[src/rtl/prog_pkg.sv]
package prog_pkg;

  typedef enum logic [3:0] {
    S_IDLE,
    S_VCC_UP,
    S_VPP_UP,
    S_FETCH,
    S_SETUP,
    S_PULSE,
    S_HOLD,
    S_VERIFY,
    S_NEXT,
    S_DOWN
  } pstate_e;

  typedef enum logic [1:0] {
    ST_IDLE = 2'd0,
    ST_BUSY = 2'd1,
    ST_OK   = 2'd2,
    ST_FAIL = 2'd3
  } stat_e;

endpackage

[src/rtl/prog_timer.sv]
module prog_timer #(
  parameter int TW = 8
) (
  input  logic          clk,
  input  logic          rst_n,
  input  logic          load,
  input  logic [TW-1:0] load_val,
  output logic          expired
);

  logic [TW-1:0] cnt_q;
  logic [TW-1:0] cnt_nx;

  always_comb begin
    if (load)               cnt_nx = load_val;
    else if (cnt_q != '0)   cnt_nx = cnt_q - 1'b1;
    else                    cnt_nx = cnt_q;
  end

  always_ff @(posedge clk or negedge rst_n) begin
    if (!rst_n) cnt_q <= '0;
    else        cnt_q <= cnt_nx;
  end

  assign expired = (cnt_q == '0);

  AST_TMR_STEP: assert property (@(posedge clk) disable iff (!rst_n)
    (!load && !expired) |=> (cnt_q == $past(cnt_q) - 1'b1));

endmodule

[src/rtl/prog_pulse_ctr.sv]
module prog_pulse_ctr #(
  parameter int MAX_PULSES = 20,
  parameter int PCW        = $clog2(MAX_PULSES + 1)
) (
  input  logic           clk,
  input  logic           rst_n,
  input  logic           clr,
  input  logic           inc,
  output logic [PCW-1:0] count,
  output logic           at_limit
);

  logic [PCW-1:0] cnt_q;
  logic [PCW-1:0] cnt_nx;

  always_comb begin
    if (clr)      cnt_nx = '0;
    else if (inc) cnt_nx = cnt_q + 1'b1;
    else          cnt_nx = cnt_q;
  end

  always_ff @(posedge clk or negedge rst_n) begin
    if (!rst_n) cnt_q <= '0;
    else        cnt_q <= cnt_nx;
  end

  assign count    = cnt_q;
  assign at_limit = (cnt_q == PCW'(MAX_PULSES));

  AST_NO_OVERFLOW: assert property (@(posedge clk) disable iff (!rst_n)
    inc |-> !at_limit);

  AST_COUNT_BOUND: assert property (@(posedge clk) disable iff (!rst_n)
    cnt_q <= PCW'(MAX_PULSES));

endmodule

[src/rtl/eprom_prog_ctrl.sv]
module eprom_prog_ctrl
  import prog_pkg::*;
#(
  parameter int AW         = 13,
  parameter int DW         = 8,
  parameter int SETUP_CYC  = 100,
  parameter int PULSE_CYC  = 25000,
  parameter int VALID_CYC  = 8,
  parameter int MAX_PULSES = 20,
  parameter int PCW        = $clog2(MAX_PULSES + 1)
) (
  input  logic           clk,
  input  logic           rst_n,
  input  logic           start,
  input  logic [AW-1:0]  first_addr,
  input  logic [AW-1:0]  last_addr,
  input  logic           src_valid,
  input  logic [DW-1:0]  src_data,
  output logic           src_ready,
  output logic [AW-1:0]  dev_addr,
  output logic [DW-1:0]  dev_wdata,
  output logic           dev_wdata_oe,
  input  logic [DW-1:0]  dev_rdata,
  output logic           dev_ce_n,
  output logic           dev_oe_n,
  output logic           dev_pgm_n,
  output logic           vcc_en,
  output logic           vpp_en,
  output logic           addr_done,
  output logic           addr_ok,
  output logic [1:0]     status,
  output logic [AW-1:0]  fail_addr,
  output logic [PCW-1:0] pulse_cnt,
  output logic           done
);

  localparam int MAX_SV = (SETUP_CYC > VALID_CYC) ? SETUP_CYC : VALID_CYC;
  localparam int MAXC   = (PULSE_CYC > MAX_SV) ? PULSE_CYC : MAX_SV;
  localparam int TW     = $clog2(MAXC) + 1;

  pstate_e        state_q, state_nx;
  logic [AW-1:0]  addr_q, last_q, fail_addr_q;
  logic [DW-1:0]  data_q;
  logic           ok_q, fail_q;
  stat_e          res_q;

  logic           tmr_load, tmr_exp;
  logic [TW-1:0]  tmr_val;
  logic [PCW-1:0] pcnt;
  logic           at_limit, pc_clr, pc_inc;
  logic           byte_acc, blank, match;

  assign byte_acc = (state_q == S_FETCH) && src_valid;
  assign blank    = (src_data == '1);
  assign match    = (dev_rdata == data_q);

  // next-state logic
  always_comb begin
    state_nx = state_q;
    unique case (state_q)
      S_IDLE:   if (start)   state_nx = S_VCC_UP;
      S_VCC_UP: if (tmr_exp) state_nx = S_VPP_UP;
      S_VPP_UP: if (tmr_exp) state_nx = S_FETCH;
      S_FETCH:  if (src_valid) state_nx = blank ? S_NEXT : S_SETUP;
      S_SETUP:  if (tmr_exp) state_nx = S_PULSE;
      S_PULSE:  if (tmr_exp) state_nx = S_HOLD;
      S_HOLD:   if (tmr_exp) state_nx = S_VERIFY;
      S_VERIFY: if (tmr_exp) state_nx = (match || at_limit) ? S_NEXT : S_SETUP;
      S_NEXT:   state_nx = (!ok_q || addr_q == last_q) ? S_DOWN : S_FETCH;
      S_DOWN:   if (tmr_exp) state_nx = S_IDLE;
      default:  state_nx = S_IDLE;
    endcase
  end

  // phase length loaded on each state change
  assign tmr_load = (state_nx != state_q);

  always_comb begin
    unique case (state_nx)
      S_VCC_UP, S_VPP_UP, S_SETUP, S_HOLD, S_DOWN: tmr_val = TW'(SETUP_CYC - 1);
      S_PULSE:  tmr_val = TW'(PULSE_CYC - 1);
      S_VERIFY: tmr_val = TW'(VALID_CYC - 1);
      default:  tmr_val = '0;
    endcase
  end

  prog_timer #(.TW(TW)) u_timer (
    .clk      (clk),
    .rst_n    (rst_n),
    .load     (tmr_load),
    .load_val (tmr_val),
    .expired  (tmr_exp)
  );

  assign pc_clr = (state_q == S_FETCH);
  assign pc_inc = (state_q == S_SETUP) && tmr_exp;

  prog_pulse_ctr #(.MAX_PULSES(MAX_PULSES), .PCW(PCW)) u_pulses (
    .clk      (clk),
    .rst_n    (rst_n),
    .clr      (pc_clr),
    .inc      (pc_inc),
    .count    (pcnt),
    .at_limit (at_limit)
  );

  // registers
  always_ff @(posedge clk or negedge rst_n) begin
    if (!rst_n) begin
      state_q     <= S_IDLE;
      addr_q      <= '0;
      last_q      <= '0;
      fail_addr_q <= '0;
      data_q      <= '0;
      ok_q        <= 1'b0;
      fail_q      <= 1'b0;
      res_q       <= ST_IDLE;
    end else begin
      state_q <= state_nx;
      if (state_q == S_IDLE && start) begin
        addr_q      <= first_addr;
        last_q      <= last_addr;
        fail_q      <= 1'b0;
        fail_addr_q <= '0;
      end else if (state_q == S_NEXT && state_nx == S_FETCH) begin
        addr_q <= addr_q + 1'b1;
      end
      if (byte_acc) data_q <= src_data;
      if (byte_acc && blank)                  ok_q <= 1'b1;
      else if (state_q == S_VERIFY && tmr_exp) ok_q <= match;
      if (state_q == S_NEXT && !ok_q) begin
        fail_q      <= 1'b1;
        fail_addr_q <= addr_q;
      end
      if (state_q == S_DOWN && tmr_exp) res_q <= fail_q ? ST_FAIL : ST_OK;
    end
  end

  // outputs
  assign src_ready    = (state_q == S_FETCH);
  assign dev_addr     = addr_q;
  assign dev_wdata    = data_q;
  assign dev_wdata_oe = state_q inside {S_SETUP, S_PULSE, S_HOLD};
  assign dev_ce_n     = !(state_q inside {S_FETCH, S_SETUP, S_PULSE, S_HOLD, S_VERIFY, S_NEXT});
  assign dev_oe_n     = (state_q != S_VERIFY);
  assign dev_pgm_n    = (state_q != S_PULSE);
  assign vcc_en       = (state_q != S_IDLE);
  assign vpp_en       = !(state_q inside {S_IDLE, S_VCC_UP, S_DOWN});
  assign addr_done    = (state_q == S_NEXT);
  assign addr_ok      = ok_q;
  assign status       = (state_q == S_IDLE) ? res_q : ST_BUSY;
  assign fail_addr    = fail_addr_q;
  assign pulse_cnt    = pcnt;
  assign done         = (state_q == S_DOWN) && tmr_exp;

  AST_VPP_WITH_VCC: assert property (@(posedge clk) disable iff (!rst_n)
    vpp_en |-> vcc_en);

  AST_STROBE_GATING: assert property (@(posedge clk) disable iff (!rst_n)
    !dev_pgm_n |-> (!dev_ce_n && dev_oe_n && dev_wdata_oe && vpp_en));

  AST_PULSE_STEADY: assert property (@(posedge clk) disable iff (!rst_n)
    (!dev_pgm_n && !tmr_exp) |=> (!dev_pgm_n && $stable(dev_wdata) && $stable(dev_addr)));

  AST_BUS_FREE_VERIFY: assert property (@(posedge clk) disable iff (!rst_n)
    !dev_oe_n |-> (!dev_wdata_oe && !dev_ce_n));

  AST_SKIP_BLANK: assert property (@(posedge clk) disable iff (!rst_n)
    (src_valid && src_ready && src_data == '1) |=> (addr_done && addr_ok && dev_pgm_n));

  AST_DONE_SINGLE: assert property (@(posedge clk) disable iff (!rst_n)
    done |=> (!done && !vcc_en));

  AST_READY_QUIET: assert property (@(posedge clk) disable iff (!rst_n)
    src_ready |-> (dev_pgm_n && !dev_wdata_oe));

endmodule

[config.mk]
export PLATFORM = sky130hd
export DESIGN_NAME = eprom_prog_ctrl
export DESIGN_NICKNAME = d
export VERILOG_FILES = /design/src/rtl/prog_pkg.sv /design/src/rtl/prog_timer.sv /design/src/rtl/prog_pulse_ctr.sv /design/src/rtl/eprom_prog_ctrl.sv
export SDC_FILE = /design/constraint.sdc
export NUM_CORES = 1
export LEC_CHECK = 0
export ABC_AREA = 0
export BUFFER_PORTS_ARGS = -buffer_cell sky130_fd_sc_hd__buf_2
export CAP_MARGIN = 20
export CORE_MARGIN = 3
export CORE_UTILIZATION = 59
export CTS_CLUSTER_SIZE = 8
export DETAILED_ROUTE_END_ITERATION = 8
export PLACE_DENSITY_LB_ADDON = 0.12
export SLEW_MARGIN = 25
export SYNTH_ARGS = -nofsm -noshare
export SYNTH_HDL_FRONTEND = slang
export SYNTH_HIERARCHICAL = 1
export SYNTH_SLANG_ARGS = --single-unit
[constraint.sdc]
create_clock -name clk -period 5.8 [get_ports clk]
set_input_delay 0.29 -clock clk [delete_from_list [all_inputs] [get_ports clk]]
set_output_delay 0.29 -clock clk [all_outputs]
set_load 0.1 [all_outputs]
==> results of run 1 <==
flip-flops by register name, summed over array words and instances (netlist names), 2 cells and up:
register / flops
u_timer/cnt_q: 16
last_q: 13
dev_wdata: 8
u_pulses/count: 5
fail_addr: 13
state_q: 4
dev_addr: 13
res_q: 2
layout make-up:
type / count / area (um2)
Multi-Input combinational cell: 333 / 2271
Sequential cell: 76 / 1902
Fill cell: 539 / 1843
Timing Repair Buffer: 100 / 516.7
Clock buffer: 9 / 123.9
Tap cell: 96 / 120.1
Clock inverter: 7 / 100.1
Inverter: 8 / 30.03
logic make-up after synthesis:
logic type / Yosys count / share of synthesized area (%)
other: 1 / 0.08769
buffers and inverters: 32 / 3.482
DFF: 76 / 44.47
xor gates and xnor gates: 41 / 8.397
and+or+nand+nor: 186 / 23.70
muxes: 16 / 4.242
AOI/OAI and AO/OA: 79 / 14.45
adders and majority gates: 4 / 1.170
cell usage after synthesis, types with 6 or more instances:
cell type   n  area share [%]
a21oi_1    10             1.2
a22o_1     13             2.7
buf_2       8            0.94
clkbuf_1   13             1.1
dfrtp_1    76              44
inv_1       8            0.70
mux2_2      9             2.4
nand2_1    72             6.3
nand2b_1   13             1.9
nand3_1     8            0.94
nand4_1     9             1.3
nor2_1     25             2.2
nor3_1     10             1.2
o211a_1     6             1.4
o21ai_0    15             1.8
xnor2_1    36             7.4
routing by layer:
| metal | track usage, % | vias to the layer above | share of wire, % |
|---|---|---|---|
| met5 | 0 | - | 0 |
| met4 | 8.668 | 0 | 1.6 |
| met3 | 5.220 | 17 | 5.3 |
| li1 | - | 1718 | - |
| met2 | 42.00 | 109 | 51 |
| met1 | 32.92 | 1779 | 42 |
worst max-delay path by stage:
stage,from,end,slack [ns],depth (start not counted)
2_1_floorplan,u_timer/cnt_q[0],u_timer/cnt_q[6],2.58,13
3_3_place_gp,u_timer/cnt_q[4],u_timer/cnt_q[13],1.81,9
3_5_place_dp,u_timer/cnt_q[4],u_timer/cnt_q[13],1.87,10
4_1_cts,u_timer/cnt_q[4],u_timer/cnt_q[5],1.81,10
5_1_grt,u_timer/cnt_q[0],u_timer/cnt_q[13],1.76,12
6_report,u_timer/cnt_q[0],u_timer/cnt_q[13],2.03,12
report_power, final:
group,internal (W),switching [W],total (W)
Sequential,0.000674,0.000220,0.000894
Clock,0.000245,0.000208,0.000453
Combinational,0.000299,0.000635,0.000934
per-stage QoR:
stage | instance area [um2] | hold WS, ns | std cells | setup WS, ns
4_1_cts | 5055 | 0.1084 | 629 | 1.810
5_1_grt | 5064 | 0.002014 | 629 | 1.762
3_5_place_dp | 4831 | 0.4463 | 613 | 1.872
3_3_place_gp | 4823 | 0.4441 | 613 | 1.808
6_report | 5064 | -0.06693 | 629 | 2.028
2_1_floorplan | 4299 | -0.005591 | 441 | 2.576
==> qor.yml, run 1 <==
status: "finished with violations"
violations: "negative hold slack"
ys_types: 65
cts_buffer_depth: 2
period_share_pct: 65.03
grt_max_degree: 77
grt_pass1_wl_um: 17110
mostFrequentLayoutCells: "buf_2 (95), dfrtp_1 (76), nand2_1 (72)"
grt_pass1_vias: 3558
timing.critical_path.cells: "inv_1 -> ha_1 -> nor3b_4 -> nand3_2 -> nor2_1 -> nand2_1 -> nor2_1 -> a32oi_1 -> a31oi_1 -> o21ai_4 -> or3_1 -> o211a_1"
first_pass_iters: 5
synth_edf_count: 0
final.min_clock_period_ns: 3.772
core_um2: 6907
relSlewSlack_pct: 41.97
ys_async_sr_fraction_pct: 100.0
antenna_cells: 0
slowest_stage: "nor2_1"
r2r_slack_ns: 2.03
cts_tree: "done"
rsz0062_at_grt: "no"
worst_slew_pin_slew_ns: 0.8672
clock_skew_ns: 0.008774
grt_usage_pct: 25.28
critPathArrivalTime_ns: 4.02
fin_nets: 578
min_path_type: "in -> async"
totalWireLength_um: 10140
cts_root_buf: "clkbuf_8"
maxCapViolCount: 0
antenna_found_initial: 0
cts_buffers: 9
worstSkewPairLatency_ns: 0.35
routed_via_density: 5.760
r2r_start: "u_timer/cnt_q[0]"
syn_to_final_growth_pct: 18.40
whs_ns: -0.06693
start_util_pct: 61.92
slowest_delay_ns: 0.55
synth_area_per_cell_um2: 9.831
finalSetupTns_ns: 0
drc: 0
gp_congestion: 0.8853
vias: 3623
crit_path_start_kind: "flop"
clk_pin_slew_ns: 0.09
ys_seq_elements: 76
total_power_w: 0.002282
r2r_cells: 12
grt_overflow_total: 0
setup-violations-final: 0
num_io_pins: 97
row_count: 30
drt-initial-drc-count: 194
hpwlAfterDp_um: 7150
synth_ff_type: "dfrtp_1"
pwr_density_cell_nw_per_um2: 450.6
clkSinkCount: 76
yosys_warnings: 6
finalHoldViolCount: 76
synth-seq-area-share_pct: 44.47
cp_top_family: "simple AND/OR/NAND/NOR gates"
max_freq_mhz: 265.1
fin_util_pct: 73.32
final_common_cell: "buf_2"
worstPathRequired_ns: 6.04
syn_area_um2: 4277
cts.repair.resized: 0
holdBufCountCts: 0
die_x_um: 91.14
port_buffers: 96
slew_violations: 0
wl_per_cell_um: 16.12
path_common_cell: "nor2_1"
die_y_um: 91.14
timing.rr.end: "u_timer/cnt_q[13]"
cts_setup_buffers: 0
p_leak_nw: 2.376
postRouteAntennaNets: 0
crit_buf_inv: 1
synthCells: 435
die_area_um2: 8306
drive_gt1_share_pct: 29.83
vdd_ir_drop_max_v: 0.0004283
htree_levels: 3
critPathMaxFanout: 34
critPathCaptureType: "flop"
path_class: "reg -> reg"
No activity file was read; power rests on OpenSTA's default activity.
==> run 2, diff against run 1 <==
--- a/config.mk
+++ b/config.mk
@@ -9,7 +9,7 @@
 export BUFFER_PORTS_ARGS = -buffer_cell sky130_fd_sc_hd__buf_2
 export CAP_MARGIN = 20
 export CORE_MARGIN = 3
-export CORE_UTILIZATION = 59
+export CORE_UTILIZATION = 49
 export CTS_CLUSTER_SIZE = 8
 export DETAILED_ROUTE_END_ITERATION = 8
 export PLACE_DENSITY_LB_ADDON = 0.12
==> constraint.sdc (replaced) <==
create_clock -name clk -period 3 [get_ports clk]
set_input_delay 0.15 -clock clk [delete_from_list [all_inputs] [get_ports clk]]
set_output_delay 0.15 -clock clk [all_outputs]
set_load 0.1 [all_outputs]
==> qor.yml, run 2 (synthesis results as in run 1) <==
status: "completed"
hpwlAfterDp_um: 7580  # +6.0%
grt_overflow_total: 0  # unchanged
port_buffers: 96  # unchanged
timing.critical_path.cells: "inv_1 -> ha_1 -> nor3b_4 -> nand3_2 -> nor2_2 -> buf_4 -> mux2i_1 -> a32oi_1 -> a31oi_1 -> o21ai_2 -> buf_6 -> nor2b_1 -> a221o_1"
largest_reg_flops: 16  # unchanged
relSlewSlack_pct: 40.02  # -2.0 points
rsz0062_at_grt: "no"
worst_slew_pin_slew_ns: 0.8964  # +0.02918 ns
setup-violations-final: 0  # unchanged
finalSetupTns_ns: 0  # unchanged
routed_via_density: 5.473  # -5.0%
dp.cells: 636  # +3.8%
max_freq_mhz: 362.5  # +37%
slew_violations: 0  # unchanged
cts_tree: "done"
cts_buffer_depth: 2  # unchanged
path_class: "reg -> reg"
timing.rr.end: "u_timer/cnt_q[10]"
cts_setup_buffers: 0  # unchanged
syn_to_final_growth_pct: 26.33
vias: 3678  # +1.5%
fin_util_pct: 64.78  # -8.5 points
fin_nets: 612  # +5.9%
worstPathRequired_ns: 3.23  # -2.81 ns
largest_register: "u_timer/cnt_q"
stdcell_count: 672  # +6.8%
clk_pin_slew_ns: 0.08  # about the same
die_y_um: 99.42  # +9.1%
num_io_pins: 97  # unchanged
crit_path_start_kind: "flop"
postRouteAntennaNets: 0  # unchanged
drc: 0  # unchanged
grt_pass1_wl_um: 17500  # +2.3%
antenna_cells: 0  # unchanged
clock_skew_ns: 0.01506  # +0.006283 ns
wl_per_cell_um: 15.68  # -2.7%
gp_congestion: 0.8360  # -5.6%
period_share_pct: 91.96  # +27 points
p_leak_nw: 2.533  # +6.6%
whs_ns: 0.01380  # +0.08073 ns
totalWireLength_um: 10540  # +3.9%
critPathCaptureType: "flop"
slowest_stage: "dfrtp_1"
whs_endpoint: "dev_addr[3]"
antenna_found_initial: 0  # unchanged
r2r_cells: 13  # +1
core_um2: 8341  # +21%
critPathMaxFanout: 18  # -47%
vdd_ir_drop_max_v: 0.001089  # +150%
pwr_density_cell_nw_per_um2: 829.2  # +84%
drive_gt1_share_pct: 30.69  # +0.86 points
finalHoldViolCount: 0  # -100%
hold-path-cell-count: 3
drt-initial-drc-count: 125  # -36%
first_pass_iters: 5  # unchanged
r2r_slack_ns: 0.24  # -1.79 ns
maxCapViolCount: 0  # unchanged
grt_max_degree: 77  # unchanged
grt_pass1_vias: 3605  # +1.3%
hold_start: "first_addr[3]"
min_path_type: "in -> reg"
start_util_pct: 51.28  # -11 points
die_area_um2: 9884  # +19%
cts_buffers: 9  # unchanged
grt_usage_pct: 21.99  # -3.3 points
critPathArrivalTime_ns: 2.99  # -1.03 ns
slowest_delay_ns: 0.42  # -0.13 ns
mostFrequentLayoutCells: "buf_2 (94), dfrtp_1 (75), nand2_1 (72)"
clkSinkCount: 76  # unchanged
cts_root_buf: "clkbuf_8"
final_common_cell: "buf_2"
r2r_start: "u_timer/cnt_q[0]"
worstSkewPairLatency_ns: 0.35  # about the same
htree_levels: 3  # unchanged
row_count: 33  # +10%
final.min_clock_period_ns: 2.759  # -1.013 ns
die_x_um: 99.42  # +9.1%
-- run 2: cell types whose count changed in the layout (fill, tap and decap cells not counted), moves of 2 or more --
cell,before,now
buf_12,0,2
buf_4,4,16
clkinv_4,3,1
dlygate4sd3_1,0,20
inv_6,1,3
-- run 2: what timing repair did --
item                       in CTS  in global routing
setup endpoints to repair       0                  9
gates resized for setup         0                  3
hold buffers                   20                  0
hold endpoints to repair       71                  0
-- run 2: through the flow --
stage / area (um2) / setup slack (ns) / power [W]
6_report: 5403 / 0.2412 / 0.004480
5_1_grt: 5403 / 0.003259 / 0.004751
4_1_cts: 5393 / 0.1384 / 0.004492
3_5_place_dp: 4970 / 0.1586 / 0.003585
3_3_place_gp: 4970 / 0.2653 / 0.003554
2_1_floorplan: 4304 / 0.003078 / 0.003135
-- run 2: critical path, delay by kind of cell (launching register included) --
family,cells,cell delay (ns)
buf+inv,3,0.47
fa+ha+maj,1,0.18
simple gates,4,0.59
compound gates,4,0.92
flops,1,0.42
mux,1,0.07
-- run 2: final cells by class --
type	instances	area, um2
clock buffer	10	127.6
clock inverter	6	95.09
fill	686	2938
inverter	8	30.03
multi-input combinational	333	2262
sequential	76	1903
tap	105	131.4
timing repair buffer	134	853.3
-- run 2: where the power goes --
group,internal (W),switching [W]
Sequential,0.00131,0.000407
Combinational,0.000639,0.00125
Clock,0.000479,0.000400
-- run 2: how the worst max path moves through the flow --
stage / startpoint / endpoint / slack (ns) / cells after the start
3_3_place_gp: u_timer/cnt_q[0] / u_timer/cnt_q[10] / 0.27 / 13
5_1_grt: u_timer/cnt_q[0] / u_timer/cnt_q[10] / 0.003 / 13
3_5_place_dp: u_timer/cnt_q[0] / u_timer/cnt_q[10] / 0.16 / 13
4_1_cts: u_timer/cnt_q[0] / u_timer/cnt_q[10] / 0.14 / 13
2_1_floorplan: state_q[1] / u_timer/cnt_q[13] / 0.003 / 8
6_report: u_timer/cnt_q[0] / u_timer/cnt_q[10] / 0.24 / 13
-- run 2: per-layer routing --
layer / global-route usage, % / vias up / share of wire, %
met5: 0 / - / 0
met4: 5.147 / 0 / 1.1
met3: 6.101 / 11 / 5.6
met2: 37.35 / 108 / 51
met1: 27.96 / 1779 / 43
li1: - / 1780 / -
==> run 3, diff against run 2 <==
--- a/config.mk
+++ b/config.mk
@@ -7,9 +7,9 @@
 export LEC_CHECK = 0
 export ABC_AREA = 0
 export BUFFER_PORTS_ARGS = -buffer_cell sky130_fd_sc_hd__buf_2
-export CAP_MARGIN = 20
+export CAP_MARGIN = 5
 export CORE_MARGIN = 3
-export CORE_UTILIZATION = 49
+export CORE_UTILIZATION = 40
 export CTS_CLUSTER_SIZE = 8
 export DETAILED_ROUTE_END_ITERATION = 8
 export PLACE_DENSITY_LB_ADDON = 0.12
==> constraint.sdc (replaced) <==
create_clock -name clk -period 2.9 [get_ports clk]
set_input_delay 0.145 -clock clk [delete_from_list [all_inputs] [get_ports clk]]
set_output_delay 0.145 -clock clk [all_outputs]
set_load 0.1 [all_outputs]
==> qor.yml, run 3 (synthesis results as in run 1) <==
antenna_found_initial: 0  # unchanged
r2r_start: "u_timer/cnt_q[0]"
p_leak_nw: 2.536  # +0.11%
postRouteAntennaNets: 0  # unchanged
htree_levels: 3  # unchanged
start_util_pct: 41.24  # -10 points
clk_pin_slew_ns: 0.08  # about the same
largest_reg_flops: 16  # unchanged
critPathArrivalTime_ns: 2.96  # -0.03 ns
totalWireLength_um: 10890  # +3.3%
switching_share_pct: 45.83  # -0.072 points
hold_start: "first_addr[4]"
gp_congestion: 0.9416  # +13%
timing.critical_path.cells: "inv_1 -> ha_2 -> nor3b_4 -> nand3_2 -> nor2_4 -> nand2_1 -> nor2_2 -> a32oi_1 -> a31oi_1 -> o21ai_2 -> or4_1 -> o211ai_1"
crit_start: "u_timer/cnt_q[0]"
slowest_delay_ns: 0.53  # +0.11 ns
hpwlAfterDp_um: 7767  # +2.5%
relSlewSlack_pct: 40.02  # about the same
dp_slack_ns: -0.01285  # -0.1715 ns
antenna_cells: 0  # unchanged
num_io_pins: 97  # unchanged
pwr_density_cell_nw_per_um2: 856.6  # +3.3%
setup-violations-final: 0  # unchanged
grt_usage_pct: 19.28  # -2.7 points
slowest_stage: "or4_1"
grt_pass1_wl_um: 18140  # +3.7%
largest_register: "u_timer/cnt_q"
seq_power_share_pct: 37.2  # -1.0 points
final.min_clock_period_ns: 2.692  # -0.06659 ns
finalSetupTns_ns: 0  # unchanged
grt_pass1_vias: 3642  # +1.0%
finalHoldViolCount: 0  # unchanged
critPathCaptureType: "flop"
drc: 0  # unchanged
hold-path-cell-count: 3  # unchanged
clock_skew_ns: 0.01179  # -0.003263 ns
crit_buf_inv: 1  # -2
worstPathRequired_ns: 3.17  # -0.06 ns
slew_violations: 0  # unchanged
die_y_um: 109.4  # +10%
whs_ns: 0.02055  # +0.006748 ns
r2r_cells: 12  # -1
row_count: 37  # +12%
min_path_type: "in -> reg"
die_x_um: 109.4  # +10%
switchingPower_w: 0.002143  # +4.2%
vdd_ir_drop_max_v: 0.0007875  # -28%
cts_root_buf: "clkbuf_8"
maxCapViolCount: 0  # unchanged
clock_power_share_pct: 19.3  # -0.3 points
syn_to_final_growth_pct: 27.62
status: "completed"
mostFrequentLayoutCells: "buf_2 (94), dfrtp_1 (75), nand2_1 (72)"
routed_via_density: 5.170  # -5.5%
fin_nets: 613  # +0.16%
core_um2: 10370  # +24%
cts_buffers: 9  # unchanged
first_pass_iters: 4  # -1
port_buffers: 96  # unchanged
drt-initial-drc-count: 127  # +1.6%
crit_cells: 12  # -1
cp_top_family: "simple AND/OR/NAND/NOR gates"
pwr-share-comb_pct: 43.6  # +1.5 points
grt_max_degree: 77  # unchanged
grt_overflow_total: 0  # unchanged
worstSkewPairLatency_ns: 0.35  # about the same
wl_per_cell_um: 15.46  # -1.4%
max_freq_mhz: 371.4  # +2.5%
die_area_um2: 11970  # +21%
crit_path_start_kind: "flop"
clkSinkCount: 76  # unchanged
cts_buffer_depth: 2  # unchanged
final_common_cell: "buf_2"
power.internal_w: 0.002533  # +4.5%
path_class: "reg -> reg"
cts_tree: "done"
drive_gt1_share_pct: 31.69  # +1.0 points
vias: 3640  # -1.0%
worst_slew_pin_slew_ns: 0.8963  # -0.00007308 ns
critPathMaxFanout: 7  # -11
fin_util_pct: 52.63  # -12 points
worst_slack_ns: 0.2078  # -0.03341 ns
period_share_pct: 92.84  # +0.87 points
==> run 3: power by group through the flow <==
| stage | combinational, W | clock [W] | sequential [W] |
|---|---|---|---|
| after floorplan | 0.000959 | 0 | 0.00231 |
| after global placement | 0.00197 | 0 | 0.00175 |
| after detailed placement | 0.00200 | 0 | 0.00176 |
| after CTS | 0.00203 | 0.000927 | 0.00174 |
| after global routing | 0.00221 | 0.000973 | 0.00179 |
| final | 0.00204 | 0.000901 | 0.00174 |
==> run 3: final cells by class <==
cell class / count / area [um2]
Clock inverter: 6 / 87.58
Multi-Input combinational cell: 333 / 2287
Fill cell: 987 / 4912
Clock buffer: 10 / 127.6
Sequential cell: 76 / 1903
Timing Repair Buffer: 135 / 852.1
Inverter: 8 / 30.03
Tap cell: 136 / 170.2
==> run 3: metal layers <==
layer / vias up / global-route usage (%) / wire (um)
met2: 92 / 32.65 / 5435
met5: - / 0 / 0
met3: 10 / 4.580 / 505
li1: 1785 / - / -
met1: 1753 / 25.19 / 4842
met4: 0 / 4.007 / 102
==> run 3: through the flow <==
stage / cell area, um2 / total power (W) / cells
after floorplan: 4322 / 0.003264 / 441
after global routing: 5458 / 0.004974 / 704
final: 5458 / 0.004675 / 704
after detailed placement: 5004 / 0.003761 / 668
after global placement: 5004 / 0.003728 / 668
after CTS: 5421 / 0.004702 / 704
==> run 3: timing repair <==
item	in CTS	in global routing
hold buffers	20	0
hold endpoints to repair	68	0
pin swaps	0	3
endpoints found under the setup margin	8	15
resized for setup	1	9
setup buffers	0	0
==> run 3: worst paths after layout <==
| check | endpoint | slack (ns) |
|---|---|---|
| max reg2reg | u_timer/cnt_q[12] | 0.21 |
| min | dev_addr[4] | 0.02 |
| min reg2reg | res_q[1] | 0.47 |
| max in group asynchronous | dev_addr[5] | 1.99 |
| max | u_timer/cnt_q[12] | 0.21 |
| min in group asynchronous | u_pulses/count[0] | 0.36 |
==> run 3: worst register-to-register path, cell delays in order (launching register included) <==
cell,delay (ns)
dfrtp_1,0.42
inv_1,0.10
ha_2,0.19
nor3b_4,0.22
nand3_2,0.14
nor2_4,0.19
nand2_1,0.12
nor2_2,0.15
a32oi_1,0.09
a31oi_1,0.24
o21ai_2,0.13
or4_1,0.53
o211ai_1,0.10
